<file path="src/rtl/wut_pkg.sv">
package wut_pkg;
  localparam int unsigned WUT_LOW_BITS = 4;

  typedef enum logic {
    SRC_EXT = 1'b0,
    SRC_INT = 1'b1
  } wut_src_e;
endpackage

</file>
<file path="src/rtl/wut_cfg.sv">
module wut_cfg #(
  parameter int unsigned CNT_W     = 16,
  parameter int unsigned LOW_BITS  = 4,
  parameter int unsigned RST_FIELD = 'h800,
  localparam int unsigned FIELD_W  = CNT_W - LOW_BITS
) (
  input  logic               clk,
  input  logic               rst_n,
  input  logic               we,
  input  logic               busy,
  input  logic [FIELD_W-1:0] field_in,
  output logic [CNT_W-1:0]   cmp_out
);
  logic [FIELD_W-1:0] field_q;

  always_ff @(posedge clk or negedge rst_n) begin
    if (!rst_n) begin
      field_q <= FIELD_W'(RST_FIELD);
    end else if (we && !busy) begin
      field_q <= field_in;
    end
  end

  generate
    if (LOW_BITS == 0) begin : g_nolow
      assign cmp_out = field_q;
    end else begin : g_low
      assign cmp_out = {field_q, {LOW_BITS{1'b0}}};
    end
  endgenerate
endmodule

</file>
<file path="src/rtl/wut_count.sv">
module wut_count #(
  parameter int unsigned CNT_W = 16
) (
  input  logic             clk,
  input  logic             rst_n,
  input  logic             clr,
  input  logic             run,
  input  logic [CNT_W-1:0] cmp,
  output logic [CNT_W-1:0] cnt,
  output logic             hit
);
  logic [CNT_W-1:0] cnt_q;

  always_ff @(posedge clk or negedge rst_n) begin
    if (!rst_n) begin
      cnt_q <= '0;
    end else if (clr) begin
      cnt_q <= '0;
    end else if (run) begin
      cnt_q <= cnt_q + 1'b1;
    end
  end

  assign cnt = cnt_q;
  assign hit = (cnt_q == cmp);
endmodule

</file>
<file path="src/rtl/wut_ctrl.sv">
module wut_ctrl
  import wut_pkg::*;
(
  input  logic     clk,
  input  logic     rst_n,
  input  logic     sw_start,
  input  logic     sw_src,
  input  logic     wake_start,
  input  logic     hit,
  output logic     busy,
  output logic     done,
  output wut_src_e src,
  output logic     clr,
  output logic     run
);
  logic     busy_q;
  logic     done_q;
  wut_src_e src_q;
  logic     start_acc;
  wut_src_e src_next;

  assign start_acc = (sw_start || wake_start) && !busy_q;
  assign src_next  = wake_start ? SRC_INT : wut_src_e'(sw_src);

  always_ff @(posedge clk or negedge rst_n) begin
    if (!rst_n) begin
      busy_q <= 1'b0;
      done_q <= 1'b0;
      src_q  <= SRC_EXT;
    end else begin
      done_q <= busy_q && hit;
      if (start_acc) begin
        busy_q <= 1'b1;
        src_q  <= src_next;
      end else if (busy_q && hit) begin
        busy_q <= 1'b0;
      end
    end
  end

  assign busy = busy_q;
  assign done = done_q;
  assign src  = src_q;
  assign clr  = start_acc;
  assign run  = busy_q && !hit;
endmodule

</file>
<file path="src/rtl/wut_top.sv">
module wut_top
  import wut_pkg::*;
#(
  parameter int unsigned CNT_W     = 16,
  parameter int unsigned RST_FIELD = 'h800,
  localparam int unsigned FIELD_W  = CNT_W - WUT_LOW_BITS
) (
  input  logic               clk,
  input  logic               rst_n,
  input  logic               cfg_we,
  input  logic [FIELD_W-1:0] cfg_field,
  input  logic               sw_start,
  input  logic               sw_src,
  input  logic               wake_start,
  output logic               busy,
  output logic               done,
  output logic [CNT_W-1:0]   count,
  output logic [CNT_W-1:0]   cmp_value,
  output logic               cnt_src
);
  logic     hit;
  logic     clr;
  logic     run;
  wut_src_e src;

  wut_cfg #(
    .CNT_W    (CNT_W),
    .LOW_BITS (WUT_LOW_BITS),
    .RST_FIELD(RST_FIELD)
  ) u_cfg (
    .clk     (clk),
    .rst_n   (rst_n),
    .we      (cfg_we),
    .busy    (busy),
    .field_in(cfg_field),
    .cmp_out (cmp_value)
  );

  wut_ctrl u_ctrl (
    .clk       (clk),
    .rst_n     (rst_n),
    .sw_start  (sw_start),
    .sw_src    (sw_src),
    .wake_start(wake_start),
    .hit       (hit),
    .busy      (busy),
    .done      (done),
    .src       (src),
    .clr       (clr),
    .run       (run)
  );

  wut_count #(.CNT_W(CNT_W)) u_count (
    .clk  (clk),
    .rst_n(rst_n),
    .clr  (clr),
    .run  (run),
    .cmp  (cmp_value),
    .cnt  (count),
    .hit  (hit)
  );

  assign cnt_src = logic'(src);
endmodule

</file>
<file path="config.mk">
export PLATFORM = sky130hd
export DESIGN_NAME = wut_top
export DESIGN_NICKNAME = d
export VERILOG_FILES = /design/src/rtl/wut_pkg.sv /design/src/rtl/wut_cfg.sv /design/src/rtl/wut_count.sv /design/src/rtl/wut_ctrl.sv /design/src/rtl/wut_top.sv
export SDC_FILE = /design/constraint.sdc
export NUM_CORES = 1
export LEC_CHECK = 0
export BUFFER_PORTS_ARGS = -buffer_cell sky130_fd_sc_hd__buf_2
export CAP_MARGIN = 20
export CORE_ASPECT_RATIO = 1.75
export CORE_MARGIN = 3
export CORE_UTILIZATION = 30
export CTS_BUF_LIST = sky130_fd_sc_hd__clkbuf_16
export DETAILED_ROUTE_END_ITERATION = 10
export PLACE_DENSITY = 0.64
export SLEW_MARGIN = 15
export SYNTH_ARGS = -nofsm -noshare
export SYNTH_HDL_FRONTEND = slang
export SYNTH_SLANG_ARGS = --single-unit
</file>
<file path="constraint.sdc">
create_clock -name clk -period 3 [get_ports clk]
set_input_delay 0.3 -clock clk [delete_from_list [all_inputs] [get_ports clk]]
set_output_delay 0.3 -clock clk [all_outputs]
set_load 0.005 [all_outputs]
</file>
==> impl_metrics.env, run 1 <==
export IMPL_power_per_cell_area_nw_per_um2=701
export IMPL_postLayoutSetupSlackWorst_ns=1.17
export IMPL_postCtsResizedCells=0
export IMPL_finalSetupTns_ns=0
export IMPL_chipWidth_microns=61.2
export IMPL_gpl_final_weighted_congestion=0.817
export IMPL_rows=34
export IMPL_cp_top_family="simple AND/OR/NAND/NOR gates"
export IMPL_report_final_hold_viol_count=0
export IMPL_rsz_0062_raised_after_global_routing="no"
export IMPL_post_route_period_util_pct=60.9
export IMPL_num_antenna_cells=0
export IMPL_max_clk_rate_mhz=548
export IMPL_cell_type_with_the_highest_aggregate_area_in_the_netlist="dfrtp_1"
export IMPL_drt_wl_total_microns=3740
export IMPL_outcome="complete, no violations"
export IMPL_pre_cts_ws_ns=1.18
export IMPL_finish_cell_count_without_fillers=259
export IMPL_insertion_delay_ns=0.27
export IMPL_setup_slack_of_the_most_critical_reg_to_reg_path_ns=1.17
export IMPL_cts_made_buffers=5
export IMPL_tritoncts_num_sinks=31
export IMPL_num_io_pins=53
export IMPL_grt_overflow_total=0
export IMPL_portBuffers=48
export IMPL_cp_slowest_cell="dfrtp_1"
export IMPL_multi_input_comb_area_sq_um=766
export IMPL_antenna_found_initial=0
export IMPL_worst_setup_path_start_kind="register"
export IMPL_clkSlewWorstSetupHoldPaths_ns=0.05
export IMPL_synth_top_cells_by_area="dfrtp_1, xnor2_1, mux2_2, nand2_1, o21ai_0"
export IMPL_synth_seq_area_share_pct=48.5
export IMPL_vdd_ir_drop_worst_mv=0.312
export IMPL_worstPathMaxFanout=13
export IMPL_path_buf_inv=1
export IMPL_leading_cell_type_in_the_layout_fill_and_taps_excluded="buf_2"
export IMPL_setup_worst_path_class="reg2reg"
export IMPL_cts_tree="yes"
export IMPL_synth_ff_latch_count=31
export IMPL_finalWorstPathRequiredPeriod_ns=1.83
export IMPL_yosys_warnings=0
export IMPL_worst_hold_path_type="in2async"
export IMPL_slew_headroom_pct=49.7
export IMPL_floorplan_initialDensity_pct=31.6
export IMPL_syn_avg_cell_area_sq_um=10.5
export IMPL_layout_core_utilization_pct=39.8
export IMPL_design_die_area_sq_um=6290
export IMPL_fill_cells=510
export IMPL_post_cts_hold_buffer_count=0
export IMPL_grt_first_pass_wirelength_microns=6030
export IMPL_endpoint_kind="register"
export IMPL_cts_repair_timing_setup_buffer_count=0
export IMPL_dieHeight_microns=103
export IMPL_mostFrequentLayoutCells="buf_2, dfrtp_1, xnor2_1, nand2_1"
export IMPL_final_net_count=224
export IMPL_post_route_cells_drive_above_1_share_pct=37.1
export IMPL_synthesis_area_sq_um=1600
export IMPL_netlist_area_leader_share_pct=46.9
export IMPL_dr_wl_cell_microns=14.4
export IMPL_max_cap_violations=0
export IMPL_worst_path_largest_cell_delay_ns=0.59
export IMPL_core_region_area_sq_um=5060
export IMPL_grt_pass1_vias=1274
export IMPL_clock_tree_htree_level_count=2
export IMPL_cts_root_to_sink_buffers=2
export IMPL_drtIter0Drc=29
export IMPL_track_usage_pct=13.2
export IMPL_vias=1276
export IMPL_timing_final_max_slew_violations=0
export IMPL_critPathRequiredTime_ns=3.19
export IMPL_pin_count_of_the_biggest_net_entering_global_routing=32
export IMPL_hpwl_microns=2880
export IMPL_drc=0
export IMPL_critPathArrivalTime_ns=2.02
export IMPL_cp_cell_sequence="inv_1 -> nor4_4 -> nand3_2 -> nor4_2 -> o21bai_1"
export IMPL_netlist_instances=152
export IMPL_rr_worst_depth=5
export IMPL_endpoint_of_the_worst_register_to_register_path="u_count.cnt[15]"
export IMPL_dr_pass1_iters=4
export IMPL_vias_per_cell=4.93
export IMPL_worst_slew_pin_transition_ns=0.747
export IMPL_finClkSkew_ns=0.00451
export IMPL_setup_violations_final=0
export IMPL_timing_rr_start="u_ctrl.busy"
export IMPL_placed_cells=251
export IMPL_ctsRootBufferMaster="clkbuf_16"
export IMPL_area_growth_syn_to_layout_pct=25.8
export IMPL_power_leakage_nw=0.916
export IMPL_drtAntennaViolNets=0
export IMPL_regArea_sq_um=777
export IMPL_ys_types=32
-- how the worst max path moves through the flow --
stage                 startpoint         endpoint  slack, ns  cells after the start
5_1_grt              u_ctrl.busy  u_count.cnt[15]       0.99                      5
3_5_place_dp         u_ctrl.busy  u_count.cnt[15]       1.18                      5
2_1_floorplan  u_cfg.field_q[11]   u_count.cnt[0]       1.44                      5
6_report             u_ctrl.busy  u_count.cnt[15]       1.17                      5
4_1_cts          u_count.cnt[10]   u_count.cnt[1]       1.16                      5
3_3_place_gp   u_cfg.field_q[11]   u_count.cnt[1]       1.20                      5
-- through the flow --
step | hold WS, ns | cell area, sq um | total power (W)
3_5_place_dp | 0.397 | 1880 | 0.000964
5_1_grt | 0.118 | 2010 | 0.00151
2_1_floorplan | 0.00441 | 1610 | 0.000801
4_1_cts | 0.104 | 2010 | 0.00144
3_3_place_gp | 0.383 | 1880 | 0.000955
6_report | 0.0727 | 2010 | 0.00141
-- area by class of cell --
class	count	area share, %
repair buffers	49	12.3
inverters	5	0.932
multi-input cells	112	38.0
flip-flops and latches	31	38.6
clock buffers	5	6.21
well taps	54	3.35
clock inverters	3	0.621
-- report_power, final --
part	internal [W]	leakage, nW	switching (W)
Sequential	0.000495	0.375	0.000141
Combinational	0.000161	0.465	0.000151
Clock	0.000299	0.0762	0.000165
Total	0.000955	0.916	0.000457
-- flip-flops by register name (all words and copies together) (netlist names) --
signal	cells
u_count.cnt	16
u_cfg.field_q	12
u_ctrl.busy	1
u_ctrl.done	1
u_ctrl.src	1
-- metal layers --
metal  up-vias  global-route usage, %  share of wire (%)  routed length (microns)
met5         -                      0                  0                        0
met4         0                   6.18                2.9                      110
met3         8                   4.01                5.7                      213
met2        49                   21.5                 52                     1930
met1       602                   15.4                 40                     1480
li1        617                      -                  -                        -
-- Yosys cell counts --
cell	count
inv_1	5
nor3_1	4
and2_1	1
a21oi_1	3
o211ai_1	1
dfstp_2	1
buf_6	1
nor4_4	1
o21bai_1	1
conb_1	1
mux2_2	12
nand3_2	1
mux2i_1	2
nor2b_1	1
a21o_1	1
o21ai_0	9
nand4_1	3
and3_1	3
nor2_1	12
nand2_1	16
dfrtp_1	30
nor4_2	3
nand2_2	2
ha_1	2
buf_2	2
xor2_1	3
buf_4	4
o31ai_1	2
nand2b_2	1
nand3_1	7
xnor2_1	16
o22ai_1	1
-- cells by family after synthesis --
logic type	count (synthesis)	synth area share, %
mux	14	9.69
simple gates	55	18.8
fa+ha+maj	2	1.56
flops	31	48.5
xor+xnor	19	10.4
buf+inv	12	4.38
compound gates	18	6.48
other cells	1	0.234
-- worst register-to-register path: cells and delay by family (launching register included) --
kind,cells,cell delay [ns]
flops,1,0.59
buf+inv,1,0.25
simple gates,3,0.77
compound gates,1,0.13
Power figures use the tool's default switching activity.
==> run 2: changes to the inputs <==
--- a/config.mk
+++ b/config.mk
@@ -12,7 +12,7 @@
 export CORE_UTILIZATION = 30
 export CTS_BUF_LIST = sky130_fd_sc_hd__clkbuf_16
 export DETAILED_ROUTE_END_ITERATION = 10
-export PLACE_DENSITY = 0.64
+export PLACE_DENSITY = 0.66
 export SLEW_MARGIN = 15
 export SYNTH_ARGS = -nofsm -noshare
 export SYNTH_HDL_FRONTEND = slang
==> constraint.sdc (replaced) <==
create_clock -name clk -period 1.6 [get_ports clk]
set_input_delay 0.16 -clock clk [delete_from_list [all_inputs] [get_ports clk]]
set_output_delay 0.16 -clock clk [all_outputs]
set_load 0.005 [all_outputs]
==> impl_metrics.env, run 2 (same netlist as run 1, synthesis figures left out) <==
export IMPL_outcome="finished with violations"
export IMPL_violations="negative setup slack"
export IMPL_totalPowerFinal_w=0.00283
export IMPL_clkSlewWorstSetupHoldPaths_ns=0.05
export IMPL_chipWidth_microns=61.2
export IMPL_worst_slew_pin_transition_ns=0.711
export IMPL_drc=0
export IMPL_grt_first_pass_wirelength_microns=6590
export IMPL_antenna_found_initial=0
export IMPL_design_die_area_sq_um=6290
export IMPL_rows=34
export IMPL_max_cap_violations=0
export IMPL_finClkSkew_ns=0.00552
export IMPL_timing_hold_ws_ns=0.117
export IMPL_slew_headroom_pct=52.6
export IMPL_drt_wl_total_microns=4130
export IMPL_worst_hold_path_type="in2reg"
export IMPL_timing_critical_path_from="u_cfg.field_q[11]"
export IMPL_mostFrequentLayoutCells="buf_2, dfrtp_1, buf_4, xnor2_1, nand2_1"
export IMPL_postLayoutSetupSlackWorst_ns=-0.00503
export IMPL_setup_violations_final=1
export IMPL_vdd_ir_drop_worst_mv=0.531
export IMPL_post_route_period_util_pct=100
export IMPL_hpwl_microns=3080
export IMPL_max_reg_flops=16
export IMPL_worstPathMaxFanout=3
export IMPL_timing_final_max_slew_violations=0
export IMPL_critPathRequiredTime_ns=1.79
export IMPL_dieHeight_microns=103
export IMPL_portBuffers=48
export IMPL_vias=1368
export IMPL_rsz_0062_raised_after_global_routing="yes"
export IMPL_report_final_hold_viol_count=0
export IMPL_cts_made_buffers=5
export IMPL_track_usage_pct=14.5
export IMPL_dr_wl_cell_microns=14.5
export IMPL_regArea_sq_um=781
export IMPL_timing_rr_start="u_cfg.field_q[11]"
export IMPL_ctsRootBufferMaster="clkbuf_16"
export IMPL_finalWorstPathRequiredPeriod_ns=1.61
export IMPL_cts_root_to_sink_buffers=2
export IMPL_floorplan_initialDensity_pct=31.6
export IMPL_grt_overflow_total=0
export IMPL_multi_input_comb_area_sq_um=813
export IMPL_setup_worst_path_class="reg2reg"
export IMPL_vias_per_cell=4.82
export IMPL_leading_cell_type_in_the_layout_fill_and_taps_excluded="buf_2"
export IMPL_num_antenna_cells=0
export IMPL_post_route_cells_drive_above_1_share_pct=46.5
export IMPL_area_growth_syn_to_layout_pct=40.9
export IMPL_cts_tree="yes"
export IMPL_placement_cell_area_sq_um=2010
export IMPL_max_clk_rate_mhz=623
export IMPL_num_io_pins=53
export IMPL_drtIter0Drc=36
export IMPL_pin_count_of_the_biggest_net_entering_global_routing=32
export IMPL_worst_hold_startpoint="cfg_field[2]"
export IMPL_drtAntennaViolNets=0
export IMPL_critPathArrivalTime_ns=1.80
export IMPL_insertion_delay_ns=0.27
export IMPL_clock_tree_htree_level_count=2
export IMPL_tritoncts_num_sinks=31
export IMPL_final_net_count=249
export IMPL_endpoint_kind="register"
export IMPL_fill_cells=475
export IMPL_dr_pass1_iters=4
export IMPL_worst_setup_path_start_kind="register"
export IMPL_power_per_cell_area_nw_per_um2=1250
export IMPL_core_region_area_sq_um=5060
export IMPL_gpl_final_weighted_congestion=0.800
export IMPL_power_leakage_nw=1.06
export IMPL_postLayoutCellArea_sq_um=2260
export IMPL_grt_pass1_vias=1397
==> run 2: cell count changes in the layout (fill, tap and decap cells not counted), sizes merged <==
cell,before,now
buf,49,73
clkinv,1,2
dlygate4sd3,0,1
inv,7,6
==> run 2: repair_timing <==
item	4_1_cts	5_1_grt
hold endpoints to repair	30	0
pin swaps	4	8
gates resized for setup	4	9
cloned	0	0
setup endpoints to repair	7	8
setup buffers	1	5
hold buffers	1	0
==> run 2: path summary, 6_finish.rpt <==
kind / endpoint / slack (ns) / depth (start not counted)
max: u_count.cnt[0] / -0.005 / 5
min: u_cfg.field_q[2] / 0.12 / 2
max reg2reg: u_count.cnt[0] / -0.005 / 5
min reg2reg: u_ctrl.src / 0.47 / 2
max in group asynchronous: u_count.cnt[0] / 0.62 / 2
min in group asynchronous: u_ctrl.done / 0.48 / 2
==> run 2: routing by layer <==
| layer | global-route usage, % | up-vias | part of all wire (%) |
|---|---|---|---|
| met3 | 4.01 | 6 | 5.5 |
| met4 | 5.84 | 0 | 1.4 |
| li1 | - | 666 | - |
| met5 | 0 | - | 0 |
| met2 | 25.6 | 42 | 55 |
| met1 | 15.8 | 654 | 38 |
==> run 2: layout make-up <==
cell class | count | area share, %
clock buffers | 5 | 5.55
clock inverters | 3 | 0.555
inverters | 5 | 0.832
multi-input cells | 112 | 36.1
flip-flops and latches | 31 | 34.6
well taps | 54 | 3.00
repair buffers | 74 | 19.4
==> run 2: report_power, final <==
group,internal [W],switching (W),total [W]
Combinational,0.000413,0.000394,0.000807
Clock,0.000560,0.000311,0.000871
Sequential,0.000935,0.000212,0.00115
Total,0.00191,0.000917,0.00283
==> run 2: per-stage QoR <==
step	TNS [ns]	util, %	worst slack [ns]	cells
3_3_place_gp	-0.256	39.7	-0.0817	269
3_5_place_dp	-0.372	39.7	-0.0967	269
4_1_cts	-0.00326	43.1	-0.00326	279
5_1_grt	-0.351	44.6	-0.0968	284
6_report	-0.00503	44.6	-0.00503	284
2_1_floorplan	0	-	0.0436	155
==> run 2: worst max-delay path, stage by stage (launching register included) <==
cell and delay, ns:
dfstp_2 0.54, xnor2_1 0.11, nand4_1 0.17, nor4_4 0.34, nand2b_4 0.19, mux2i_1 0.18
==> run 3: changes to the inputs <==
--- a/config.mk
+++ b/config.mk
@@ -5,6 +5,7 @@
 export SDC_FILE = /design/constraint.sdc
 export NUM_CORES = 1
 export LEC_CHECK = 0
+export ABC_AREA = 1
 export BUFFER_PORTS_ARGS = -buffer_cell sky130_fd_sc_hd__buf_2
 export CAP_MARGIN = 20
 export CORE_ASPECT_RATIO = 1.75
@@ -12,7 +13,7 @@
 export CORE_UTILIZATION = 30
 export CTS_BUF_LIST = sky130_fd_sc_hd__clkbuf_16
 export DETAILED_ROUTE_END_ITERATION = 10
-export PLACE_DENSITY = 0.66
+export PLACE_DENSITY = 0.65
 export SLEW_MARGIN = 15
 export SYNTH_ARGS = -nofsm -noshare
 export SYNTH_HDL_FRONTEND = slang
==> constraint.sdc (replaced) <==
create_clock -name clk -period 1.3 [get_ports clk]
set_input_delay 0.13 -clock clk [delete_from_list [all_inputs] [get_ports clk]]
set_output_delay 0.13 -clock clk [all_outputs]
set_load 0.005 [all_outputs]
==> impl_metrics.env, run 3 <==
export IMPL_outcome="finished with violations"
export IMPL_violations="negative setup slack"
export IMPL_synth_top_cells_by_area="dfrtp_1, nand2_1, nand3_1, nor2_1, inv_1"
export IMPL_report_final_hold_viol_count=0
export IMPL_drc=0
export IMPL_grt_first_pass_wirelength_microns=9780
export IMPL_drtAntennaViolNets=0
export IMPL_netlist_instances=271
export IMPL_count_of_flip_flops_with_a_built_in_enable_after_synthesis=0
export IMPL_dr_pass1_iters=4
export IMPL_dieHeight_microns=112
export IMPL_totalPowerFinal_w=0.00212
export IMPL_grt_overflow_total=0
export IMPL_core_region_area_sq_um=6020
export IMPL_timing_rr_start="u_count.cnt[0]"
export IMPL_cts_root_to_sink_buffers=2
export IMPL_power_leakage_nw=1.66
export IMPL_slew_headroom_pct=66.4
export IMPL_cts_made_buffers=5
export IMPL_leading_cell_type_in_the_layout_fill_and_taps_excluded="buf_4"
export IMPL_track_usage_pct=17.1
export IMPL_design_die_area_sq_um=7420
export IMPL_synthesis_area_sq_um=1920
export IMPL_placement_cell_area_sq_um=2740
export IMPL_worst_slew_pin_transition_ns=0.504
export IMPL_endpoint_kind="register"
export IMPL_placed_cells=459
export IMPL_finish_cell_count_without_fillers=480
export IMPL_finClkSkew_ns=0.00674
export IMPL_rsz_0062_raised_after_global_routing="yes"
export IMPL_area_growth_syn_to_layout_pct=62.1
export IMPL_grt_pass1_vias=2123
export IMPL_finalWorstPathRequiredPeriod_ns=1.55
export IMPL_vias_per_cell=4.65
export IMPL_yosys_cell_count_top_type="nand2_1"
export IMPL_path_buf_inv=8
export IMPL_chipWidth_microns=66.4
export IMPL_worstPathMaxFanout=4
export IMPL_pre_cts_ws_ns=-0.231
export IMPL_yosys_warnings=0
export IMPL_endpoint="u_count.cnt[0]"
export IMPL_floorplan_initialDensity_pct=31.9
export IMPL_path_common_cell="buf_4"
export IMPL_post_route_period_util_pct=119
export IMPL_timing_final_max_slew_violations=0
export IMPL_critPathRequiredTime_ns=1.47
export IMPL_power_per_cell_area_nw_per_um2=681
export IMPL_rr_worst_depth=10
export IMPL_netlist_area_leader_share_pct=39.2
export IMPL_synth_seq_area_share_pct=40.5
export IMPL_worst_setup_path_start_kind="register"
export IMPL_vdd_ir_drop_worst_mv=0.565
export IMPL_num_io_pins=53
export IMPL_synth_ff_latch_count=31
export IMPL_post_route_cells_drive_above_1_share_pct=45.8
export IMPL_cp_top_family="buffers and inverters"
export IMPL_dr_wl_cell_microns=12.8
export IMPL_cp_cell_sequence="inv_2 -> buf_4 -> buf_6 -> buf_4 -> buf_4 -> buf_4 -> buf_4 -> buf_4 -> nand3_2 -> nand2_1"
export IMPL_insertion_delay_ns=0.28
export IMPL_netlist_top_cells_count="nand2_1, dfrtp_1, nor2_1"
export IMPL_max_clk_rate_mhz=645
export IMPL_postLayoutCellArea_sq_um=3110
export IMPL_setup_slack_of_the_most_critical_reg_to_reg_path_ns=-0.25
export IMPL_clkSlewWorstSetupHoldPaths_ns=0.05
export IMPL_tritoncts_num_sinks=31
export IMPL_max_cap_violations=0
export IMPL_timing_critical_path_from="u_count.cnt[0]"
export IMPL_drtIter0Drc=61
export IMPL_critical_path_cell_count=10
export IMPL_cp_slowest_cell="dfrtp_2"
export IMPL_hpwl_microns=4470
export IMPL_mostFrequentLayoutCells="buf_4, nand2_1, buf_2, dfrtp_1, nor2_1"
export IMPL_worst_hold_path_type="in2reg"
export IMPL_critPathArrivalTime_ns=1.72
export IMPL_num_antenna_cells=0
export IMPL_layout_core_utilization_pct=51.6
export IMPL_final_net_count=422
export IMPL_cts_tree="yes"
export IMPL_setup_worst_path_class="reg2reg"
export IMPL_endpoint_of_the_worst_register_to_register_path="u_count.cnt[0]"
export IMPL_setup_violations_final=19
export IMPL_antenna_found_initial=0
export IMPL_drt_wl_total_microns=6130
export IMPL_dominant_synthesized_flop_cell="dfrtp_1"
export IMPL_clock_tree_htree_level_count=2
export IMPL_rows=37
export IMPL_portBuffers=48
export IMPL_syn_avg_cell_area_sq_um=7.07
export IMPL_ctsRootBufferMaster="clkbuf_16"
export IMPL_ys_types=30
export IMPL_fill_cells=574
export IMPL_vias=2233
export IMPL_gpl_final_weighted_congestion=0.842
export IMPL_pin_count_of_the_biggest_net_entering_global_routing=32
export IMPL_postLayoutSetupSlackWorst_ns=-0.250
export IMPL_worst_path_largest_cell_delay_ns=0.42
export IMPL_worst_hold_startpoint="cfg_field[3]"
export IMPL_max_reg_flops=16
export IMPL_share_of_async_settable_or_async_resettable_flops_after_synthesis_pct=100
export IMPL_cell_type_with_the_highest_aggregate_area_in_the_netlist="dfrtp_1"
[run 3: what timing repair did]
action,CTS,global route
buffers inserted,10,4
endpoints found under the hold margin,30,0
resized for setup,26,11
hold buffers,1,0
setup endpoints to repair,18,25
pin swaps,12,5
[run 3: cells by family after synthesis]
kind of cell	count (synthesis)	synth area share, %
muxes	2	1.17
and+or+nand+nor	162	37.4
buffers and inverters	46	10.6
AOI/OAI and AO/OA	21	5.68
xor gates and xnor gates	6	3.13
other	1	0.196
DFF	31	40.5
adders and majority gates	2	1.31
[run 3: per-layer routing]
layer / global-route usage (%) / up-vias / share of wire [%]
li1: - / 1110 / -
met5: 0 / - / 0
met1: 18.1 / 1029 / 35
met4: 10.0 / 0 / 4.7
met3: 3.73 / 20 / 5.0
met2: 29.9 / 74 / 55
[run 3: area by class of cell]
| type | count | area [sq um] | area share, % |
|---|---|---|---|
| Multi-Input combinational cell | 197 | 1070 | 34.4 |
| Tap cell | 78 | 97.6 | 3.14 |
| Timing Repair Buffer | 134 | 903 | 29.1 |
| Inverter | 33 | 124 | 3.99 |
| Sequential cell | 31 | 779 | 25.1 |
| Clock inverter | 2 | 8.76 | 0.282 |
| Clock buffer | 5 | 125 | 4.03 |
[run 3: where the power goes]
part           internal (W)  switching, W  leakage, nW
logic             0.0000221     0.0000300         1.26
registers          0.000966             0        0.338
clock network      0.000687      0.000410       0.0671
[run 3: worst min path at each step]
| stage | end | depth (start not counted) |
|---|---|---|
| floorplan | u_cfg.field_q[0] | 0 |
| global placement | u_cfg.field_q[0] | 2 |
| detailed placement | u_count.cnt[4] | 2 |
| CTS | u_cfg.field_q[3] | 2 |
| global route | u_cfg.field_q[10] | 2 |
| finish | u_cfg.field_q[3] | 2 |
[run 3: per-stage QoR]
stage          TNS [ns]  hold WS [ns]
2_1_floorplan     -1.23        -0.166
3_5_place_dp      -3.65         0.177
4_1_cts           -2.91        0.0821
3_3_place_gp      -3.13         0.175
5_1_grt           -4.32        0.0946
6_report          -2.86        0.0816
